$ cat src/rtl/startup_pkg.sv
`timescale 1ns/1ps
// Shared constants and encodings for the startup sequencer.
// Assumes the numbered phases run from 1 to LAST_PHASE and that one extra
// counter value marks the finished state.
package startup_pkg;
    localparam int unsigned LAST_PHASE = 6;
    localparam int unsigned PH_MAX     = LAST_PHASE + 1;
    localparam int unsigned PH_W       = $clog2(PH_MAX + 1);

    // Event mode codes, as seen on the mode option inputs.
    typedef enum logic [1:0] {
        EV_AT_PHASE = 2'b00,
        EV_ON_DONE  = 2'b01,
        EV_KEEP     = 2'b10,
        EV_KEEP_ALT = 2'b11
    } ev_mode_e;
endpackage

$ cat src/rtl/startup_phase_ctr.sv
`timescale 1ns/1ps
// Phase counter with the lock stall.
// The counter sits at 0 until start is sampled. After that it moves up one
// phase per clock and saturates at PH_MAX. It holds at the programmed lock
// phase while any selected lock flag is low. Lock flags are assumed to be
// synchronous to clk already.
module startup_phase_ctr
    import startup_pkg::*;
#(
    parameter int unsigned NUM_LOCKS = 4
) (
    input  logic                 clk,
    input  logic                 rst_n,
    input  logic                 start_i,
    input  logic [NUM_LOCKS-1:0] lock_i,
    input  logic [NUM_LOCKS-1:0] lock_mask_i,
    input  logic                 lock_wait_en_i,
    input  logic [PH_W-1:0]      lock_phase_i,
    output logic                 run_o,
    output logic [PH_W-1:0]      phase_o,
    output logic [PH_W-1:0]      phase_next_o
);
    localparam logic [PH_W-1:0] PH_TOP = PH_W'(PH_MAX);

    logic            run_q;
    logic [PH_W-1:0] phase_q;
    logic [PH_W-1:0] phase_d;
    logic            locks_ok;
    logic            stall;

    // Purpose: decide whether the selected locks allow the counter to move.
    always_comb begin
        locks_ok = &(lock_i | ~lock_mask_i);
        stall    = run_q && lock_wait_en_i && (phase_q == lock_phase_i) && !locks_ok;
    end

    // Purpose: next phase value, either held, saturated or incremented.
    always_comb begin
        if (!run_q) begin
            phase_d = '0;
        end else if (stall || phase_q == PH_TOP) begin
            phase_d = phase_q;
        end else begin
            phase_d = phase_q + PH_W'(1);
        end
    end

    // Purpose: register the run flag and the phase count.
    always_ff @(posedge clk) begin
        if (!rst_n) begin
            run_q   <= 1'b0;
            phase_q <= '0;
        end else begin
            run_q   <= run_q | start_i;
            phase_q <= phase_d;
        end
    end

    assign run_o        = run_q;
    assign phase_o      = phase_q;
    assign phase_next_o = phase_d;

    // the counter stays at zero until a sequence runs.
    a_r2_idle_zero: assert property (@(posedge clk) disable iff (!rst_n)
        !run_q |-> (phase_q == '0));

    // the counter never moves backwards during a run.
    a_r2_monotonic: assert property (@(posedge clk) disable iff (!rst_n)
        run_q |=> (phase_q >= $past(phase_q)));

    // a selected lock that is low at the lock phase holds the counter.
    a_r4_stall_hold: assert property (@(posedge clk) disable iff (!rst_n)
        (run_q && lock_wait_en_i && phase_q == lock_phase_i &&
         ((lock_i & lock_mask_i) != lock_mask_i)) |=> (phase_q == $past(phase_q)));
endmodule

$ cat src/rtl/startup_done_sync.sv
`timescale 1ns/1ps
// DONE pad sampling path.
// One register always samples the pad. A second register is used when the
// pipeline option is set, for a DONE line that rises slowly. The option is
// assumed to be static during a sequence.
module startup_done_sync (
    input  logic clk,
    input  logic rst_n,
    input  logic pipe_en_i,
    input  logic pad_i,
    output logic done_s_o
);
    logic stage1_q;
    logic stage2_q;

    // Purpose: shift the pad level through the two sampling registers.
    always_ff @(posedge clk) begin
        if (!rst_n) begin
            stage1_q <= 1'b0;
            stage2_q <= 1'b0;
        end else begin
            stage1_q <= pad_i;
            stage2_q <= stage1_q;
        end
    end

    // Purpose: pick the one-stage or two-stage sampled DONE.
    always_comb begin
        done_s_o = pipe_en_i ? stage2_q : stage1_q;
    end
endmodule

$ cat src/rtl/startup_event.sv
`timescale 1ns/1ps
// One sticky startup event.
// The event fires in the cycle the counter enters the selected phase, or on
// the edge where the sampled DONE is high, or never (keep). Once fired it
// stays set until reset. The mode is assumed to be static during a sequence.
module startup_event
    import startup_pkg::*;
(
    input  logic            clk,
    input  logic            rst_n,
    input  logic            run_i,
    input  logic [PH_W-1:0] phase_next_i,
    input  logic [1:0]      mode_i,
    input  logic [PH_W-1:0] phase_sel_i,
    input  logic            done_s_i,
    output logic            fired_o
);
    logic     fired_q;
    logic     fire;
    ev_mode_e mode;

    // Purpose: evaluate the firing condition for the selected mode.
    always_comb begin
        mode = ev_mode_e'(mode_i);
        case (mode)
            EV_AT_PHASE: fire = run_i && (phase_next_i >= phase_sel_i);
            EV_ON_DONE:  fire = run_i && done_s_i;
            default:     fire = 1'b0;
        endcase
    end

    // Purpose: hold the event once it has fired.
    always_ff @(posedge clk) begin
        if (!rst_n) begin
            fired_q <= 1'b0;
        end else begin
            fired_q <= fired_q | fire;
        end
    end

    assign fired_o = fired_q;

    // a fired event never clears outside reset.
    a_r9_sticky: assert property (@(posedge clk) disable iff (!rst_n)
        fired_q |=> fired_q);

    // keep mode never fires.
    a_r7_keep_inert: assert property (@(posedge clk) disable iff (!rst_n)
        (!fired_q && mode_i[1]) |=> !fired_q);
endmodule

$ cat src/rtl/startup_seq.sv
`timescale 1ns/1ps
// Startup sequencer top.
// Ties the phase counter, the DONE sampler and three event cells together.
// It maps the events onto the write enable, the three-state hold and the
// open-drain DONE pad controls. Option inputs are assumed static while a
// sequence runs, and lock flags are assumed synchronous to clk.
module startup_seq
    import startup_pkg::*;
#(
    parameter int unsigned NUM_LOCKS = 4
) (
    input  logic                 clk,
    input  logic                 rst_n,
    input  logic                 start_i,
    input  logic [NUM_LOCKS-1:0] lock_i,
    input  logic [NUM_LOCKS-1:0] lock_mask_i,
    input  logic                 lock_wait_en_i,
    input  logic [PH_W-1:0]      lock_phase_i,
    input  logic [PH_W-1:0]      done_phase_i,
    input  logic [1:0]           we_mode_i,
    input  logic [PH_W-1:0]      we_phase_i,
    input  logic [1:0]           ts_mode_i,
    input  logic [PH_W-1:0]      ts_phase_i,
    input  logic                 done_drive_i,
    input  logic                 done_pipe_i,
    input  logic                 done_pad_i,
    output logic                 gwe_o,
    output logic                 gts_o,
    output logic                 done_oe_o,
    output logic                 done_drv_o
);
    logic            run;
    logic [PH_W-1:0] phase;
    logic [PH_W-1:0] phase_next;
    logic            done_s;
    logic            we_fired;
    logic            ts_fired;
    logic            done_fired;

    startup_phase_ctr #(.NUM_LOCKS(NUM_LOCKS)) u_ctr (
        .clk            (clk),
        .rst_n          (rst_n),
        .start_i        (start_i),
        .lock_i         (lock_i),
        .lock_mask_i    (lock_mask_i),
        .lock_wait_en_i (lock_wait_en_i),
        .lock_phase_i   (lock_phase_i),
        .run_o          (run),
        .phase_o        (phase),
        .phase_next_o   (phase_next)
    );

    startup_done_sync u_dsync (
        .clk       (clk),
        .rst_n     (rst_n),
        .pipe_en_i (done_pipe_i),
        .pad_i     (done_pad_i),
        .done_s_o  (done_s)
    );

    startup_event u_ev_we (
        .clk          (clk),
        .rst_n        (rst_n),
        .run_i        (run),
        .phase_next_i (phase_next),
        .mode_i       (we_mode_i),
        .phase_sel_i  (we_phase_i),
        .done_s_i     (done_s),
        .fired_o      (we_fired)
    );

    startup_event u_ev_ts (
        .clk          (clk),
        .rst_n        (rst_n),
        .run_i        (run),
        .phase_next_i (phase_next),
        .mode_i       (ts_mode_i),
        .phase_sel_i  (ts_phase_i),
        .done_s_i     (done_s),
        .fired_o      (ts_fired)
    );

    startup_event u_ev_done (
        .clk          (clk),
        .rst_n        (rst_n),
        .run_i        (run),
        .phase_next_i (phase_next),
        .mode_i       (EV_AT_PHASE),
        .phase_sel_i  (done_phase_i),
        .done_s_i     (done_s),
        .fired_o      (done_fired)
    );

    // Purpose: map events onto the global controls and the open-drain DONE pad.
    always_comb begin
        gwe_o      = we_fired;
        gts_o      = ~ts_fired;
        done_oe_o  = ~done_fired | done_drive_i;
        done_drv_o = done_fired;
    end

    // in phase mode the write enable rises exactly at its phase.
    a_r3_gwe_at_phase: assert property (@(posedge clk) disable iff (!rst_n)
        (we_mode_i == EV_AT_PHASE && $rose(gwe_o)) |-> (phase == we_phase_i));

    // in phase mode the three-state hold drops exactly at its phase.
    a_r3_gts_at_phase: assert property (@(posedge clk) disable iff (!rst_n)
        (ts_mode_i == EV_AT_PHASE && $fell(gts_o)) |-> (phase == ts_phase_i));

    // the DONE line is released exactly at its phase.
    a_r3_done_at_phase: assert property (@(posedge clk) disable iff (!rst_n)
        $rose(done_drv_o) |-> (phase == done_phase_i));
endmodule

$ cat config.mk
export PLATFORM = sky130hd
export DESIGN_NAME = startup_seq
export DESIGN_NICKNAME = d
export VERILOG_FILES = /design/src/rtl/startup_pkg.sv /design/src/rtl/startup_phase_ctr.sv /design/src/rtl/startup_done_sync.sv /design/src/rtl/startup_event.sv /design/src/rtl/startup_seq.sv
export SDC_FILE = /design/constraint.sdc
export NUM_CORES = 1
export LEC_CHECK = 0
export ABC_CLOCK_PERIOD_IN_PS = 4100
export BUFFER_PORTS_ARGS = -buffer_cell sky130_fd_sc_hd__buf_2
export CAP_MARGIN = 20
export CORE_ASPECT_RATIO = 0.9
export CORE_MARGIN = 2
export CORE_UTILIZATION = 51
export CTS_CLUSTER_DIAMETER = 200
export DETAILED_ROUTE_END_ITERATION = 7
export PLACE_DENSITY = 0.92
export SLEW_MARGIN = 20
export SYNTH_ARGS = -nofsm -noshare
export SYNTH_HDL_FRONTEND = slang
export SYNTH_SLANG_ARGS = --single-unit
export TNS_END_PERCENT = 10
$ cat constraint.sdc
create_clock -name clk -period 4.1 [get_ports clk]
set_input_delay 0.82 -clock clk [delete_from_list [all_inputs] [get_ports clk]]
set_output_delay 0.82 -clock clk [all_outputs]
set_load 0.005 [all_outputs]
Word-level counts from Yosys, hierarchy flattened
Index checks and enable logic that the tools add are counted.
{"block": "word_totals", "output_inout_bits": 4, "inputBits": 31, "reg_bits": 9}
{"block": "classes", "n_reduce_logical": 12, "magnitude_cmp": 3, "n_eq_ne": 4, "bitwise_logic": 9, "addsub": 1, "muxes": 5}
{"op": "$ge A3 B3 Y1", "count": 3}
{"op": "$logic_and A1 B1 Y1", "count": 7}
{"op": "$mux W3", "count": 2}
{"op": "$or A1 B1 Y1", "count": 5}
{"op": "$eq A2 B1 Y1 const B", "count": 2}
{"op": "$logic_not A2 Y1", "count": 2}
{"op": "$not A4 Y4", "count": 1}
{"op": "$or A4 B4 Y4", "count": 1}
{"op": "$pmux W1 S2", "count": 2}
{"op": "$reduce_and A4 Y1", "count": 1}
{"op": "$add A3 B1 Y3 const B", "count": 1}
{"op": "$eq A3 B3 Y1", "count": 1}
{"op": "$eq A3 B3 Y1 const B", "count": 1}
{"op": "$not A1 Y1", "count": 2}
{"op": "$logic_not A1 Y1", "count": 1}
{"op": "$logic_or A1 B1 Y1", "count": 1}
{"op": "$mux W1", "count": 1}

Longest topological paths before layout
Gate-level depths: netlist of run 1.
{"block": "logic_depth", "word_depth": 12, "depth_mapped": 11, "mapped_depth_nobuf": 10}

Modules after synthesis
Synthesis of run 1 repeated with hierarchy kept, for this count alone.
{"block": "hier_totals", "cells_unflattened": 107, "area_unflattened_um2": 903.4}
{"module": "startup_phase_ctr", "area_per_inst_um2": 480.5, "n_inst": 1, "cells_each": 57}
{"module": "startup_event", "area_per_inst_um2": 113.9, "n_inst": 3, "cells_each": 14}
{"module": "startup_done_sync", "area_per_inst_um2": 67.6, "n_inst": 1, "cells_each": 5}
{"module": "startup_seq", "area_per_inst_um2": 13.8, "n_inst": 1, "cells_each": 3}

Worst setup path before layout of run 1
OpenSTA, ideal clock, no wires.
{"block": "synth_path", "path_type": "input to register", "start": "input port lock_phase_i[0]", "end": "register u_ev_ts.fired_q, in the netlist u_ev_ts.fired_o", "path_stages": 10, "t_required_ns": 3.979, "setup_time_ns": 0.121, "t_arrival_ns": 2.524, "setup_slack_ns": 1.454, "path_buffers": 1, "cell_sequence": "xor2_1 -> nor4_4 -> buf_6 -> nand4b_1 -> and3_1 -> ha_1 -> nand2b_1 -> a21o_1 -> a211oi_1 -> o21ai_0"}
{"block": "synth_via", "elab_chain_len": 10}
{"item": "start: declaration", "line": "startup_seq.sv:18", "source": "input logic [PH_W-1:0] lock_phase_i,"}
{"item": "$eq A3 B3 Y1", "line": "startup_phase_ctr.sv:34", "source": "stall = run_q && lock_wait_en_i && (phase_q == lock_phase_i) && !locks_ok;"}
{"item": "$logic_and A1 B1 Y1 (2 in series)", "line": "startup_phase_ctr.sv:34"}
{"item": "$logic_or A1 B1 Y1", "line": "startup_phase_ctr.sv:41", "source": "end else if (stall || phase_q == PH_TOP) begin"}
{"item": "$mux W3", "line": "startup_phase_ctr.sv:41"}
{"item": "$mux W3", "line": "startup_phase_ctr.sv:39", "source": "if (!run_q) begin"}
{"item": "$ge A3 B3 Y1", "line": "startup_event.sv:26", "source": "EV_AT_PHASE: fire = run_i && (phase_next_i >= phase_sel_i);"}
{"item": "$logic_and A1 B1 Y1", "line": "startup_event.sv:26"}
{"item": "$pmux W1 S2", "line": "startup_event.sv:25", "source": "case (mode)"}
{"item": "$or A1 B1 Y1", "line": "startup_event.sv:37", "source": "fired_q <= fired_q | fire;"}
{"item": "end signal: assignment", "line": "startup_event.sv:37"}
{"item": "end: declaration", "line": "startup_event.sv:18", "source": "logic fired_q;"}
Every way passes these cells.
A chain may end at the register's enable or synchronous reset.

Worst setup path in the final report of run 1
Same ends and word-level chain as after synthesis.

==> flow_results.xml, run 1 <==
<?xml version="1.0" encoding="UTF-8"?>
<metrics>
  <group name="clock_network">
    <metric name="clock_tree.buffer_depth" unit="">2</metric>
    <metric name="tritoncts" unit="">built</metric>
    <metric name="worstSkewPairLatency" unit="ps">270</metric>
    <metric name="clockRootBuffer" unit="">sky130_fd_sc_hd__clkbuf_4</metric>
    <metric name="tritoncts.num_buffers" unit="">3</metric>
    <metric name="h-tree-depth" unit="">1</metric>
    <metric name="cts.hold.buffers_added" unit="">0</metric>
    <metric name="cts_resized" unit="">0</metric>
    <metric name="tritoncts_num_sinks" unit="">9</metric>
    <metric name="cts.repair_timing.setup_buffer_count" unit="">0</metric>
    <metric name="path_clk_slew" unit="ps">70</metric>
  </group>
  <group name="logic_synthesis">
    <metric name="post_synth_fa_ha_maj_area_fraction" unit="%">16.2</metric>
    <metric name="asyncSetResetFlopFracSynth" unit="%">0</metric>
    <metric name="yosys_most_used_dff" unit="">sky130_fd_sc_hd__dfxtp_1</metric>
    <metric name="netlist-cell-type-count" unit="">31</metric>
    <metric name="synth_edf_count" unit="">0</metric>
    <metric name="count_of_warnings_emitted_by_yosys" unit="">0</metric>
    <metric name="synth_top_family_by_area" unit="">simple AND/OR/NAND/NOR gates</metric>
    <metric name="synth_area_per_cell" unit="um^2">8.51</metric>
    <metric name="mappedNetlistNets" unit="">142</metric>
    <metric name="synth_mux_area_share" unit="%">1.18</metric>
    <metric name="post_synth_and_or_nand_nor_area_fraction" unit="%">31.9</metric>
    <metric name="syn_inst" unit="">100</metric>
    <metric name="synthesized_area" unit="um^2">851</metric>
    <metric name="post_synthesis_share_of_cell_area_spent_on_xor_and_xnor_gates" unit="%">3.09</metric>
    <metric name="synth.top_cell.area_share" unit="%">21.2</metric>
    <metric name="synth_seq_area_share" unit="%">21.2</metric>
    <metric name="synth_area_leaders" unit="">sky130_fd_sc_hd__dfxtp_1, sky130_fd_sc_hd__ha_1, sky130_fd_sc_hd__nand4b_1</metric>
    <metric name="ys_ff_latch" unit="">9</metric>
    <metric name="yosys.area.top_type" unit="">sky130_fd_sc_hd__dfxtp_1</metric>
    <metric name="compound_cell_area_share_of_the_yosys_netlist" unit="%">17.8</metric>
  </group>
  <group name="run_status">
    <metric name="status" unit="">completed</metric>
  </group>
  <group name="critical_path">
    <metric name="critical_path_peak_fanout" unit="">12</metric>
    <metric name="critical_path_required" unit="ps">4260</metric>
    <metric name="startpoint_kind_of_the_worst_setup_timing_path" unit="">input port</metric>
    <metric name="worst_ep_arrival_time" unit="ps">2950</metric>
    <metric name="setup.worst_path.end_class" unit="">register</metric>
    <metric name="worst-r2r-cell-count" unit="">9</metric>
    <metric name="setup.worst_path.class" unit="">input port to register</metric>
  </group>
  <group name="routing">
    <metric name="drt.antenna.violating_nets" unit="">0</metric>
    <metric name="post_drt_via_cell_ratio" unit="">5.40</metric>
    <metric name="drt-pass1-iter-count" unit="">4</metric>
    <metric name="drt-initial-drc-count" unit="">15</metric>
    <metric name="drt-total-wl" unit="um">1830</metric>
    <metric name="routed_wire_per_std_cell" unit="um">11.8</metric>
    <metric name="detail_route.drc_violations" unit="">0</metric>
    <metric name="via_count" unit="">837</metric>
  </group>
  <group name="worst_hold_path">
    <metric name="hold_path_depth" unit="">1</metric>
    <metric name="worst_hold_path_type" unit="">register to register</metric>
  </group>
  <group name="die">
    <metric name="die_width" unit="um">47.1</metric>
    <metric name="fp-row-count" unit="">13</metric>
    <metric name="floorplan_die_area" unit="um^2">2010</metric>
    <metric name="floorplan.initialDensity" unit="%">56.9</metric>
    <metric name="ios" unit="">35</metric>
    <metric name="die_height" unit="um">42.8</metric>
    <metric name="coreArea" unit="um^2">1500</metric>
  </group>
  <group name="layout">
    <metric name="antenna_cells_inserted" unit="">0</metric>
    <metric name="finish.utilization" unit="%">69.6</metric>
    <metric name="postLayoutCellArea" unit="um^2">1040</metric>
    <metric name="proportion_of_layout_cells_with_a_drive_suffix_above_1" unit="%">30.1</metric>
    <metric name="signed_area_change_from_the_synthesized_netlist_to_the_final_layout" unit="%">22.5</metric>
    <metric name="number_of_nets_in_the_final_layout" unit="">176</metric>
  </group>
  <group name="grt">
    <metric name="grt_pass1_wl" unit="um">2950</metric>
    <metric name="grt_max_degree" unit="">16</metric>
    <metric name="first_global_vias" unit="">728</metric>
    <metric name="initial_antenna_violation_count" unit="">0</metric>
    <metric name="globalRoute.totalOverflow" unit="">0</metric>
    <metric name="gr-usage-all-layers" unit="%">20.6</metric>
  </group>
  <group name="pwr">
    <metric name="power.density_cell_area" unit="nW/um^2">223</metric>
    <metric name="vdd.ir_drop.worst" unit="mV">0.147</metric>
    <metric name="leakage_power_summed_over_all_cells" unit="nW">0.529</metric>
  </group>
  <group name="timing">
    <metric name="worstMarginPinSlew" unit="ps">542</metric>
    <metric name="clock_skew" unit="ps">2.46</metric>
    <metric name="max-slew-margin-rel" unit="%">63.6</metric>
    <metric name="rsz_0062_raised_after_global_routing" unit="">false</metric>
    <metric name="drv_slew" unit="">0</metric>
    <metric name="finalWorstPathRequiredPeriod" unit="ps">2800</metric>
    <metric name="report.final.setup_viol" unit="">0</metric>
    <metric name="layout_worst_path_cycle_share" unit="%">68.3</metric>
    <metric name="timing_hold_violations_final" unit="">0</metric>
    <metric name="max_freq" unit="GHz">0.357</metric>
    <metric name="totalNegativeSetupSlack" unit="ps">0</metric>
  </group>
  <group name="run">
    <metric name="max_cap_violations" unit="">0</metric>
  </group>
  <group name="placement">
    <metric name="finalWeightedCongestion" unit="">0.799</metric>
    <metric name="detailed_place_hpwl" unit="um">1450</metric>
    <metric name="port_buffers" unit="">34</metric>
    <metric name="dpl-instance-area" unit="um^2">1020</metric>
  </group>
</metrics>
==> synthesized netlist by cell type, types with 2 or more instances <==
cell type,count
sky130_fd_sc_hd__a211o_1,2
sky130_fd_sc_hd__a211oi_1,2
sky130_fd_sc_hd__a21boi_0,2
sky130_fd_sc_hd__a21o_1,2
sky130_fd_sc_hd__a32oi_1,4
sky130_fd_sc_hd__and2_1,3
sky130_fd_sc_hd__and3_1,2
sky130_fd_sc_hd__and3b_1,2
sky130_fd_sc_hd__buf_2,2
sky130_fd_sc_hd__buf_6,2
sky130_fd_sc_hd__clkbuf_1,2
sky130_fd_sc_hd__dfxtp_1,9
sky130_fd_sc_hd__ha_1,11
sky130_fd_sc_hd__inv_1,9
sky130_fd_sc_hd__nand2_1,4
sky130_fd_sc_hd__nand2b_1,8
sky130_fd_sc_hd__nand3_1,6
sky130_fd_sc_hd__nand4b_1,6
sky130_fd_sc_hd__nor2_1,2
sky130_fd_sc_hd__nor2b_1,3
sky130_fd_sc_hd__nor3b_1,2
sky130_fd_sc_hd__o21ai_0,4
sky130_fd_sc_hd__xor2_1,3
==> layout by cell type, fill, tap and decap left out, types with 2 or more instances in the layout <==
cell                       instances
sky130_fd_sc_hd__buf_2            34
sky130_fd_sc_hd__ha_1             11
sky130_fd_sc_hd__inv_1             9
sky130_fd_sc_hd__dfxtp_1           9
sky130_fd_sc_hd__nand2b_1          8
sky130_fd_sc_hd__nand4b_1          6
sky130_fd_sc_hd__nand3_1           6
sky130_fd_sc_hd__nand2_1           4
sky130_fd_sc_hd__a32oi_1           4
sky130_fd_sc_hd__o21ai_0           4
sky130_fd_sc_hd__xor2_1            3
sky130_fd_sc_hd__nor2b_1           3
sky130_fd_sc_hd__and2_1            3
sky130_fd_sc_hd__clkbuf_4          3
sky130_fd_sc_hd__and3b_1           2
sky130_fd_sc_hd__nor2_1            2
sky130_fd_sc_hd__and3_1            2
sky130_fd_sc_hd__a21boi_0          2
sky130_fd_sc_hd__nor3b_1           2
sky130_fd_sc_hd__a211o_1           2
sky130_fd_sc_hd__a21o_1            2
sky130_fd_sc_hd__a211oi_1          2
==> kinds of logic after synthesis <==
family / count (synthesis)
buffers and inverters: 15
AO/OA/AOI/OAI: 20
flip-flops: 9
XOR/XNOR: 3
multiplexers: 1
AND/OR/NAND/NOR: 41
adder cells (fa/ha/maj): 11
==> metrics by stage <==
stage	power [mW]	setup WS, ps	hold WS [ps]	std cells
final	0.232	1300	454	155
after global routing	0.251	1080	502	155
after CTS	0.236	1280	459	155
after detailed placement	0.161	988	440	151
after global placement	0.157	1170	436	151
after floorplan	0.137	1450	423	100
==> sequential cells by signal, indices dropped and copies added, names as in the netlist <==
register,flops
u_ev_ts.fired_o,1
u_ctr.run_o,1
u_dsync.stage1_q,1
u_ctr.phase_o,3
u_ev_we.fired_o,1
u_dsync.stage2_q,1
u_ev_done.fired_o,1
==> per-layer routing <==
layer	share of wire, %	track usage, %	up-vias
li1	-	-	429
met1	42	23.2	368
met2	48	34.8	35
met3	8.2	6.38	5
met4	1.9	8.33	0
met5	0	0	-
==> final timing paths <==
kind / startpoint / endpoint / slack [ps]
max: lock_phase_i[0] / u_ev_ts.fired_o / 1300
min: u_dsync.stage1_q / u_dsync.stage2_q / 450
max reg2reg: u_ctr.run_o / u_ev_ts.fired_o / 1430
min reg2reg: u_dsync.stage1_q / u_dsync.stage2_q / 450
==> power by group <==
part           switching (mW)  internal, mW
logic                  0.0279        0.0327
registers             0.00622        0.0917
clock network          0.0358        0.0377
==> critical path: stages <==
cell and delay [ps]:
sky130_fd_sc_hd__buf_2 100, sky130_fd_sc_hd__xor2_1 160, sky130_fd_sc_hd__nor4_4 560, sky130_fd_sc_hd__nand4b_1 140, sky130_fd_sc_hd__and3_1 240, sky130_fd_sc_hd__ha_1 270, sky130_fd_sc_hd__nand2b_1 140, sky130_fd_sc_hd__a21o_1 180
sky130_fd_sc_hd__a211oi_1 240, sky130_fd_sc_hd__o21ai_0 110
==> area by class of cell <==
class                      count  area [um^2]
timing repair buffer          35          178
inverter                       9         33.8
multi-input combinational     76          597
fill                         134          454
tap                           22         27.5
sequential                     9          180
clock buffer                   4         26.3
(Power assumes the default switching activity.)
==> run 2, diff against run 1 <==
--- a/config.mk
+++ b/config.mk
@@ -5,15 +5,16 @@
 export SDC_FILE = /design/constraint.sdc
 export NUM_CORES = 1
 export LEC_CHECK = 0
-export ABC_CLOCK_PERIOD_IN_PS = 4100
+export ABC_AREA = 1
+export ABC_CLOCK_PERIOD_IN_PS = 2400
 export BUFFER_PORTS_ARGS = -buffer_cell sky130_fd_sc_hd__buf_2
 export CAP_MARGIN = 20
 export CORE_ASPECT_RATIO = 0.9
 export CORE_MARGIN = 2
-export CORE_UTILIZATION = 51
+export CORE_UTILIZATION = 41
 export CTS_CLUSTER_DIAMETER = 200
 export DETAILED_ROUTE_END_ITERATION = 7
-export PLACE_DENSITY = 0.92
+export PLACE_DENSITY = 0.82
 export SLEW_MARGIN = 20
 export SYNTH_ARGS = -nofsm -noshare
 export SYNTH_HDL_FRONTEND = slang
==> constraint.sdc (replaced) <==
create_clock -name clk -period 2.4 [get_ports clk]
set_input_delay 0.48 -clock clk [delete_from_list [all_inputs] [get_ports clk]]
set_output_delay 0.48 -clock clk [all_outputs]
set_load 0.005 [all_outputs]
==> run 2 against run 1 <==
Net effect:
- clock-buffer cell count unchanged
- global-route usage down 5.4 points
- synthesized cell count up 17%
- first-iteration DRC count down 47%
- sequential share of layout area up 1.0 points
==> flow_results.xml, run 2 <==
<?xml version="1.0" encoding="UTF-8"?>
<metrics>
  <group name="run_status">
    <metric name="status" unit="">completed</metric>
  </group>
  <group name="logic_synthesis">
    <metric name="synth_area_per_cell" unit="um^2">6.51</metric>
    <metric name="synth_seq_area_share" unit="%">23.6</metric>
    <metric name="netlist-cell-type-count" unit="">16</metric>
    <metric name="syn_inst" unit="">117</metric>
    <metric name="ys_ff_latch" unit="">9</metric>
    <metric name="synthesized_area" unit="um^2">762</metric>
    <metric name="count_of_warnings_emitted_by_yosys" unit="">0</metric>
    <metric name="synth.top_cell.area_share" unit="%">23.6</metric>
    <metric name="yosys.cell_count.top_type" unit="">sky130_fd_sc_hd__inv_1</metric>
    <metric name="yosys_most_used_dff" unit="">sky130_fd_sc_hd__dfxtp_1</metric>
    <metric name="asyncSetResetFlopFracSynth" unit="%">0</metric>
    <metric name="yosys.area.top_type" unit="">sky130_fd_sc_hd__dfxtp_1</metric>
    <metric name="post_synth_most_frequent_cells" unit="">sky130_fd_sc_hd__inv_1, sky130_fd_sc_hd__nand2_1, sky130_fd_sc_hd__ha_1</metric>
    <metric name="mappedNetlistNets" unit="">159</metric>
    <metric name="synth_edf_count" unit="">0</metric>
    <metric name="synth_area_leaders" unit="">sky130_fd_sc_hd__dfxtp_1, sky130_fd_sc_hd__ha_1, sky130_fd_sc_hd__inv_1</metric>
  </group>
  <group name="die">
    <metric name="die_height" unit="um">44.9</metric>
    <metric name="ios" unit="">35</metric>
    <metric name="die_width" unit="um">49.4</metric>
    <metric name="floorplan_die_area" unit="um^2">2220</metric>
    <metric name="floorplan.initialDensity" unit="%">44.4</metric>
    <metric name="fp-row-count" unit="">14</metric>
    <metric name="coreArea" unit="um^2">1720</metric>
  </group>
  <group name="routing">
    <metric name="routed_wire_per_std_cell" unit="um">8.58</metric>
    <metric name="drt-total-wl" unit="um">1540</metric>
    <metric name="drt.antenna.violating_nets" unit="">0</metric>
    <metric name="detail_route.drc_violations" unit="">0</metric>
    <metric name="post_drt_via_cell_ratio" unit="">4.35</metric>
    <metric name="drt-initial-drc-count" unit="">8</metric>
    <metric name="via_count" unit="">779</metric>
    <metric name="drt-pass1-iter-count" unit="">4</metric>
  </group>
  <group name="timing">
    <metric name="report.final.setup_viol" unit="">0</metric>
    <metric name="max_freq" unit="GHz">0.488</metric>
    <metric name="worstMarginPinSlew" unit="ps">192</metric>
    <metric name="clock_skew" unit="ps">1.02</metric>
    <metric name="layout_worst_path_cycle_share" unit="%">85.4</metric>
    <metric name="rsz_0062_raised_after_global_routing" unit="">false</metric>
    <metric name="drv_slew" unit="">0</metric>
    <metric name="timing_hold_violations_final" unit="">0</metric>
    <metric name="max-slew-margin-rel" unit="%">87.2</metric>
    <metric name="finalWorstPathRequiredPeriod" unit="ps">2050</metric>
    <metric name="totalNegativeSetupSlack" unit="ps">0</metric>
    <metric name="fin_worst_hold_slack" unit="ps">413</metric>
    <metric name="final.setup.worst_slack" unit="ps">350</metric>
  </group>
  <group name="critical_path">
    <metric name="critical_path_peak_fanout" unit="">3</metric>
    <metric name="setup.worst_path.class" unit="">register to register</metric>
    <metric name="critical_path_required" unit="ps">2540</metric>
    <metric name="crit_path_top_delay_cell" unit="">sky130_fd_sc_hd__dfxtp_1</metric>
    <metric name="startpoint_kind_of_the_worst_setup_timing_path" unit="">register</metric>
    <metric name="maximum_cell_stage_delay_along_the_critical_path" unit="ps">330</metric>
    <metric name="setup.worst_path.end_class" unit="">register</metric>
    <metric name="worst_ep_arrival_time" unit="ps">2190</metric>
    <metric name="critical_path.cell_chain" unit="">ha_1, ha_1, inv_1, nand3_1, nand3_2, inv_1, ha_1, a21oi_1, o211ai_1, nand3_1, nand2_1, o21ai_0, inv_1</metric>
    <metric name="critPathTopFamily" unit="">adder cells</metric>
    <metric name="worst-path-buf-inv" unit="">3</metric>
  </group>
  <group name="layout">
    <metric name="fillers" unit="">168</metric>
    <metric name="signed_area_change_from_the_synthesized_netlist_to_the_final_layout" unit="%">29.2</metric>
    <metric name="proportion_of_layout_cells_with_a_drive_suffix_above_1" unit="%">31.0</metric>
    <metric name="number_of_nets_in_the_final_layout" unit="">198</metric>
    <metric name="largest_register_ffs" unit="">3</metric>
    <metric name="layout_common_cells" unit="">sky130_fd_sc_hd__buf_2, sky130_fd_sc_hd__inv_1, sky130_fd_sc_hd__nand2_1</metric>
    <metric name="finish.utilization" unit="%">57.4</metric>
    <metric name="mostFrequentLayoutCell" unit="">sky130_fd_sc_hd__buf_2</metric>
    <metric name="antenna_cells_inserted" unit="">0</metric>
  </group>
  <group name="placement">
    <metric name="finalWeightedCongestion" unit="">0.803</metric>
    <metric name="detailed_place_hpwl" unit="um">1340</metric>
    <metric name="port_buffers" unit="">34</metric>
    <metric name="dp_worst_setup_slack" unit="ps">196</metric>
  </group>
  <group name="clock_network">
    <metric name="tritoncts_num_sinks" unit="">9</metric>
    <metric name="clock_tree.buffer_depth" unit="">2</metric>
    <metric name="cts_resized" unit="">0</metric>
    <metric name="tritoncts" unit="">built</metric>
    <metric name="tritoncts.num_buffers" unit="">3</metric>
    <metric name="h-tree-depth" unit="">1</metric>
    <metric name="path_clk_slew" unit="ps">60</metric>
    <metric name="worstSkewPairLatency" unit="ps">250</metric>
    <metric name="clockRootBuffer" unit="">sky130_fd_sc_hd__clkbuf_4</metric>
    <metric name="cts.repair_timing.setup_buffer_count" unit="">0</metric>
    <metric name="cts.hold.buffers_added" unit="">0</metric>
  </group>
  <group name="grt">
    <metric name="initial_antenna_violation_count" unit="">0</metric>
    <metric name="grt_pass1_wl" unit="um">2660</metric>
    <metric name="first_global_vias" unit="">684</metric>
    <metric name="gr-usage-all-layers" unit="%">15.2</metric>
    <metric name="grt_max_degree" unit="">9</metric>
    <metric name="globalRoute.totalOverflow" unit="">0</metric>
  </group>
  <group name="pwr">
    <metric name="power.density_cell_area" unit="nW/um^2">368</metric>
    <metric name="totalPowerFinal" unit="mW">0.363</metric>
    <metric name="leakage_power_summed_over_all_cells" unit="nW">0.621</metric>
    <metric name="vdd.ir_drop.worst" unit="mV">0.198</metric>
  </group>
  <group name="run">
    <metric name="max_cap_violations" unit="">0</metric>
  </group>
  <group name="worst_hold_path">
    <metric name="worst_hold_path_type" unit="">input port to register</metric>
  </group>
</metrics>
[run 2: logic make-up after synthesis]
family / after synthesis / share of synthesized area, %
AO/OA/AOI/OAI: 10 / 7.22
AND/OR/NAND/NOR: 53 / 33.3
buffers and inverters: 34 / 17.7
flip-flops: 9 / 23.6
adder cells (fa/ha/maj): 11 / 18.1
[run 2: cell type report]
cell class	count	area [um^2]	share of cell area (%)
multi-input cells	74	447	45.4
flip-flops and latches	9	180	18.3
repair buffers	35	178	18.0
inverters	33	124	12.6
well taps	24	30.0	3.05
clock buffers	4	26.3	2.67
[run 2: tightest hold or removal path, delay by kind of cell]
| family | cells | cell delay (ps) |
|---|---|---|
| simple gates | 1 | 40 |
| buf+inv | 2 | 110 |
[run 2: where the power goes]
| group | switching [mW] | leakage (nW) | internal (mW) |
|---|---|---|---|
| Clock | 0.0466 | 0.0150 | 0.0637 |
| Sequential | 0.00343 | 0.0737 | 0.156 |
| Combinational | 0.0471 | 0.532 | 0.0458 |
| Total | 0.0970 | 0.621 | 0.266 |
[run 2: per-stage QoR]
step | cell area [um^2] | instances
3_5_place_dp | 958 | 175
5_1_grt | 985 | 179
3_3_place_gp | 958 | 175
6_report | 985 | 179
2_1_floorplan | 762 | 117
4_1_cts | 985 | 179
[run 2: final timing paths]
path,start,cells after the start,slack [ps],to
worst max register to register,u_ctr.phase_o[0],13,350,u_ev_we.fired_o
worst max-delay path,u_ctr.phase_o[0],13,350,u_ev_we.fired_o
worst min-delay path,done_pad_i,3,410,u_dsync.stage1_q
worst min register to register,u_dsync.stage1_q,2,440,u_dsync.stage2_q
[run 2: routing by layer]
metal,share of wire (%),track usage (%),up-vias
li1,-,-,433
met4,1.0,6.67,0
met3,3.5,0.993,2
met1,44,17.3,328
met2,52,30.0,16
met5,0,0,-
==> run 3, diff against run 2 <==
==> constraint.sdc (replaced) <==
create_clock -name clk -period 2.4 [get_ports clk]
set_input_delay 0.24 -clock clk [delete_from_list [all_inputs] [get_ports clk]]
set_output_delay 0.24 -clock clk [all_outputs]
set_load 0.005 [all_outputs]
==> run 3 against run 2 <==
Net effect:
- clock-buffer cell count did not move
- global-route usage rose by 0.083 points
- combinational power rose by 0.5%
- sequential power barely moved
- setup slack got worse by 28 ps
- register-to-register slack got worse by 30 ps
- final cell count did not move
- via count rose by 2.4%
- worst hold slack got worse by 250 ps
- clock skew rose by 2.3 ps
- die area did not move
- largest cell class unchanged
==> flow_results.xml, run 3 (same netlist as run 2, synthesis figures left out) <==
<?xml version="1.0" encoding="UTF-8"?>
<metrics>
  <group name="run_status">
    <metric name="status" unit="">completed</metric>
  </group>
  <group name="placement">
    <metric name="detailed_place_hpwl" unit="um">1390</metric>
    <metric name="dp_worst_setup_slack" unit="ps">317</metric>
    <metric name="port_buffers" unit="">34</metric>
    <metric name="finalWeightedCongestion" unit="">0.796</metric>
  </group>
  <group name="timing">
    <metric name="finalWorstPathRequiredPeriod" unit="ps">2080</metric>
    <metric name="totalNegativeSetupSlack" unit="ps">0</metric>
    <metric name="rsz_0062_raised_after_global_routing" unit="">false</metric>
    <metric name="clock_skew" unit="ps">3.34</metric>
    <metric name="max_freq" unit="GHz">0.481</metric>
    <metric name="drv_slew" unit="">0</metric>
    <metric name="timing_hold_violations_final" unit="">0</metric>
    <metric name="layout_worst_path_cycle_share" unit="%">86.6</metric>
    <metric name="worstMarginPinSlew" unit="ps">239</metric>
    <metric name="max-slew-margin-rel" unit="%">84.1</metric>
    <metric name="final.setup.worst_slack" unit="ps">322</metric>
    <metric name="report.final.setup_viol" unit="">0</metric>
  </group>
  <group name="pwr">
    <metric name="p_sw" unit="mW">0.100</metric>
    <metric name="power.combinational.fraction" unit="%">25.5</metric>
    <metric name="clock_power_share" unit="%">30.9</metric>
    <metric name="sequentialPowerShare" unit="%">43.6</metric>
    <metric name="vdd.ir_drop.worst" unit="mV">0.183</metric>
    <metric name="totalPowerFinal" unit="mW">0.366</metric>
    <metric name="sw_share" unit="%">27.4</metric>
    <metric name="p_int" unit="mW">0.266</metric>
    <metric name="power.density_cell_area" unit="nW/um^2">371</metric>
    <metric name="leakage_power_summed_over_all_cells" unit="nW">0.621</metric>
  </group>
  <group name="routing">
    <metric name="via_count" unit="">798</metric>
    <metric name="post_drt_via_cell_ratio" unit="">4.46</metric>
    <metric name="routed_wire_per_std_cell" unit="um">8.77</metric>
    <metric name="drt-initial-drc-count" unit="">15</metric>
    <metric name="detail_route.drc_violations" unit="">0</metric>
    <metric name="drt-total-wl" unit="um">1570</metric>
    <metric name="drt.antenna.violating_nets" unit="">0</metric>
    <metric name="drt-pass1-iter-count" unit="">4</metric>
  </group>
  <group name="clock_network">
    <metric name="cts.repair_timing.setup_buffer_count" unit="">0</metric>
    <metric name="tritoncts_num_sinks" unit="">9</metric>
    <metric name="tritoncts.num_buffers" unit="">3</metric>
    <metric name="clockRootBuffer" unit="">sky130_fd_sc_hd__clkbuf_4</metric>
    <metric name="cts_resized" unit="">0</metric>
    <metric name="cts.hold.buffers_added" unit="">0</metric>
    <metric name="tritoncts" unit="">built</metric>
    <metric name="h-tree-depth" unit="">1</metric>
    <metric name="path_clk_slew" unit="ps">60</metric>
    <metric name="clock_tree.buffer_depth" unit="">2</metric>
    <metric name="worstSkewPairLatency" unit="ps">250</metric>
  </group>
  <group name="grt">
    <metric name="global_route.usage.met2" unit="%">30.0</metric>
    <metric name="gr-usage-all-layers" unit="%">15.3</metric>
    <metric name="initial_antenna_violation_count" unit="">0</metric>
    <metric name="grt_pass1_wl" unit="um">2660</metric>
    <metric name="global_route.usage.met3" unit="%">0</metric>
    <metric name="grt_max_degree" unit="">9</metric>
    <metric name="first_global_vias" unit="">703</metric>
    <metric name="globalRoute.totalOverflow" unit="">0</metric>
    <metric name="global_route.peak_usage_layer" unit="">met2</metric>
    <metric name="use_met1" unit="%">17.6</metric>
  </group>
  <group name="run">
    <metric name="max_cap_violations" unit="">0</metric>
  </group>
  <group name="critical_path">
    <metric name="critical_path_required" unit="ps">2550</metric>
    <metric name="startpoint_kind_of_the_worst_setup_timing_path" unit="">register</metric>
    <metric name="setup.worst_path.class" unit="">register to register</metric>
    <metric name="critical_path_peak_fanout" unit="">4</metric>
    <metric name="setup.worst_path.end_class" unit="">register</metric>
    <metric name="worst_ep_arrival_time" unit="ps">2230</metric>
  </group>
  <group name="layout">
    <metric name="signed_area_change_from_the_synthesized_netlist_to_the_final_layout" unit="%">29.2</metric>
    <metric name="number_of_nets_in_the_final_layout" unit="">198</metric>
    <metric name="layout_common_cells" unit="">sky130_fd_sc_hd__buf_2, sky130_fd_sc_hd__inv_1, sky130_fd_sc_hd__nand2_1</metric>
    <metric name="mostFrequentLayoutCell" unit="">sky130_fd_sc_hd__buf_2</metric>
    <metric name="largest_register_ffs" unit="">3</metric>
    <metric name="proportion_of_layout_cells_with_a_drive_suffix_above_1" unit="%">31.0</metric>
    <metric name="finish.utilization" unit="%">57.4</metric>
    <metric name="fillers" unit="">171</metric>
    <metric name="antenna_cells_inserted" unit="">0</metric>
  </group>
  <group name="die">
    <metric name="die_width" unit="um">49.4</metric>
    <metric name="floorplan_die_area" unit="um^2">2220</metric>
    <metric name="ios" unit="">35</metric>
    <metric name="fp-row-count" unit="">14</metric>
    <metric name="floorplan.initialDensity" unit="%">44.4</metric>
    <metric name="coreArea" unit="um^2">1720</metric>
    <metric name="die_height" unit="um">44.9</metric>
  </group>
  <group name="worst_hold_path">
    <metric name="worst_hold_path_type" unit="">input port to register</metric>
  </group>
</metrics>
-- run 3: layout make-up --
cell class | instances | area [um^2] | share of cell area, %
multi-input cells | 74 | 447 | 45.4
flip-flops and latches | 9 | 180 | 18.3
repair buffers | 35 | 178 | 18.0
inverters | 33 | 124 | 12.6
well taps | 24 | 30.0 | 3.05
clock buffers | 4 | 26.3 | 2.67
-- run 3: per-stage QoR --
step,instance area [um^2],std cells,hold WS [ps]
floorplan,762,117,333
global placement,958,175,409
detailed placement,958,175,413
CTS,985,179,167
global route,985,179,197
finish,985,179,167
-- run 3: final timing paths --
path,from,end,slack [ps],depth (start not counted)
max reg2reg,u_ctr.phase_o[0],u_ev_we.fired_o,320,14
min,done_pad_i,u_dsync.stage1_q,170,3
min reg2reg,u_dsync.stage1_q,u_dsync.stage2_q,420,2
max,u_ctr.phase_o[0],u_ev_we.fired_o,320,14
-- run 3: worst max-delay path: stages (launching register included) --
cell and delay (ps):
sky130_fd_sc_hd__dfxtp_1 330, sky130_fd_sc_hd__ha_1 200, sky130_fd_sc_hd__ha_1 180, sky130_fd_sc_hd__inv_1 110, sky130_fd_sc_hd__nand2_1 100, sky130_fd_sc_hd__nand2_1 90
sky130_fd_sc_hd__nand3_2 70, sky130_fd_sc_hd__inv_1 100, sky130_fd_sc_hd__ha_1 260, sky130_fd_sc_hd__a21oi_1 130, sky130_fd_sc_hd__o211ai_1 100, sky130_fd_sc_hd__nand3_1 80
sky130_fd_sc_hd__nand2_1 50, sky130_fd_sc_hd__o21ai_0 140, sky130_fd_sc_hd__inv_1 50
-- run 3: metal layers --
metal  share of wire (%)  vias up  wire length (um)
li1                    -      431                 -
met3                 4.4        2                69
met5                   0        -                 0
met1                  42      337               666
met2                  52       28               810
met4                 1.5        0                23
-- run 3: power groups by stage --
stage          clock network, mW  registers (mW)  logic, mW
3_5_place_dp                   0           0.163     0.0943
6_report                   0.113           0.160     0.0933
4_1_cts                    0.112           0.160     0.0947
3_3_place_gp                   0           0.163     0.0902
2_1_floorplan                  0           0.162     0.0557
5_1_grt                    0.117           0.160      0.108
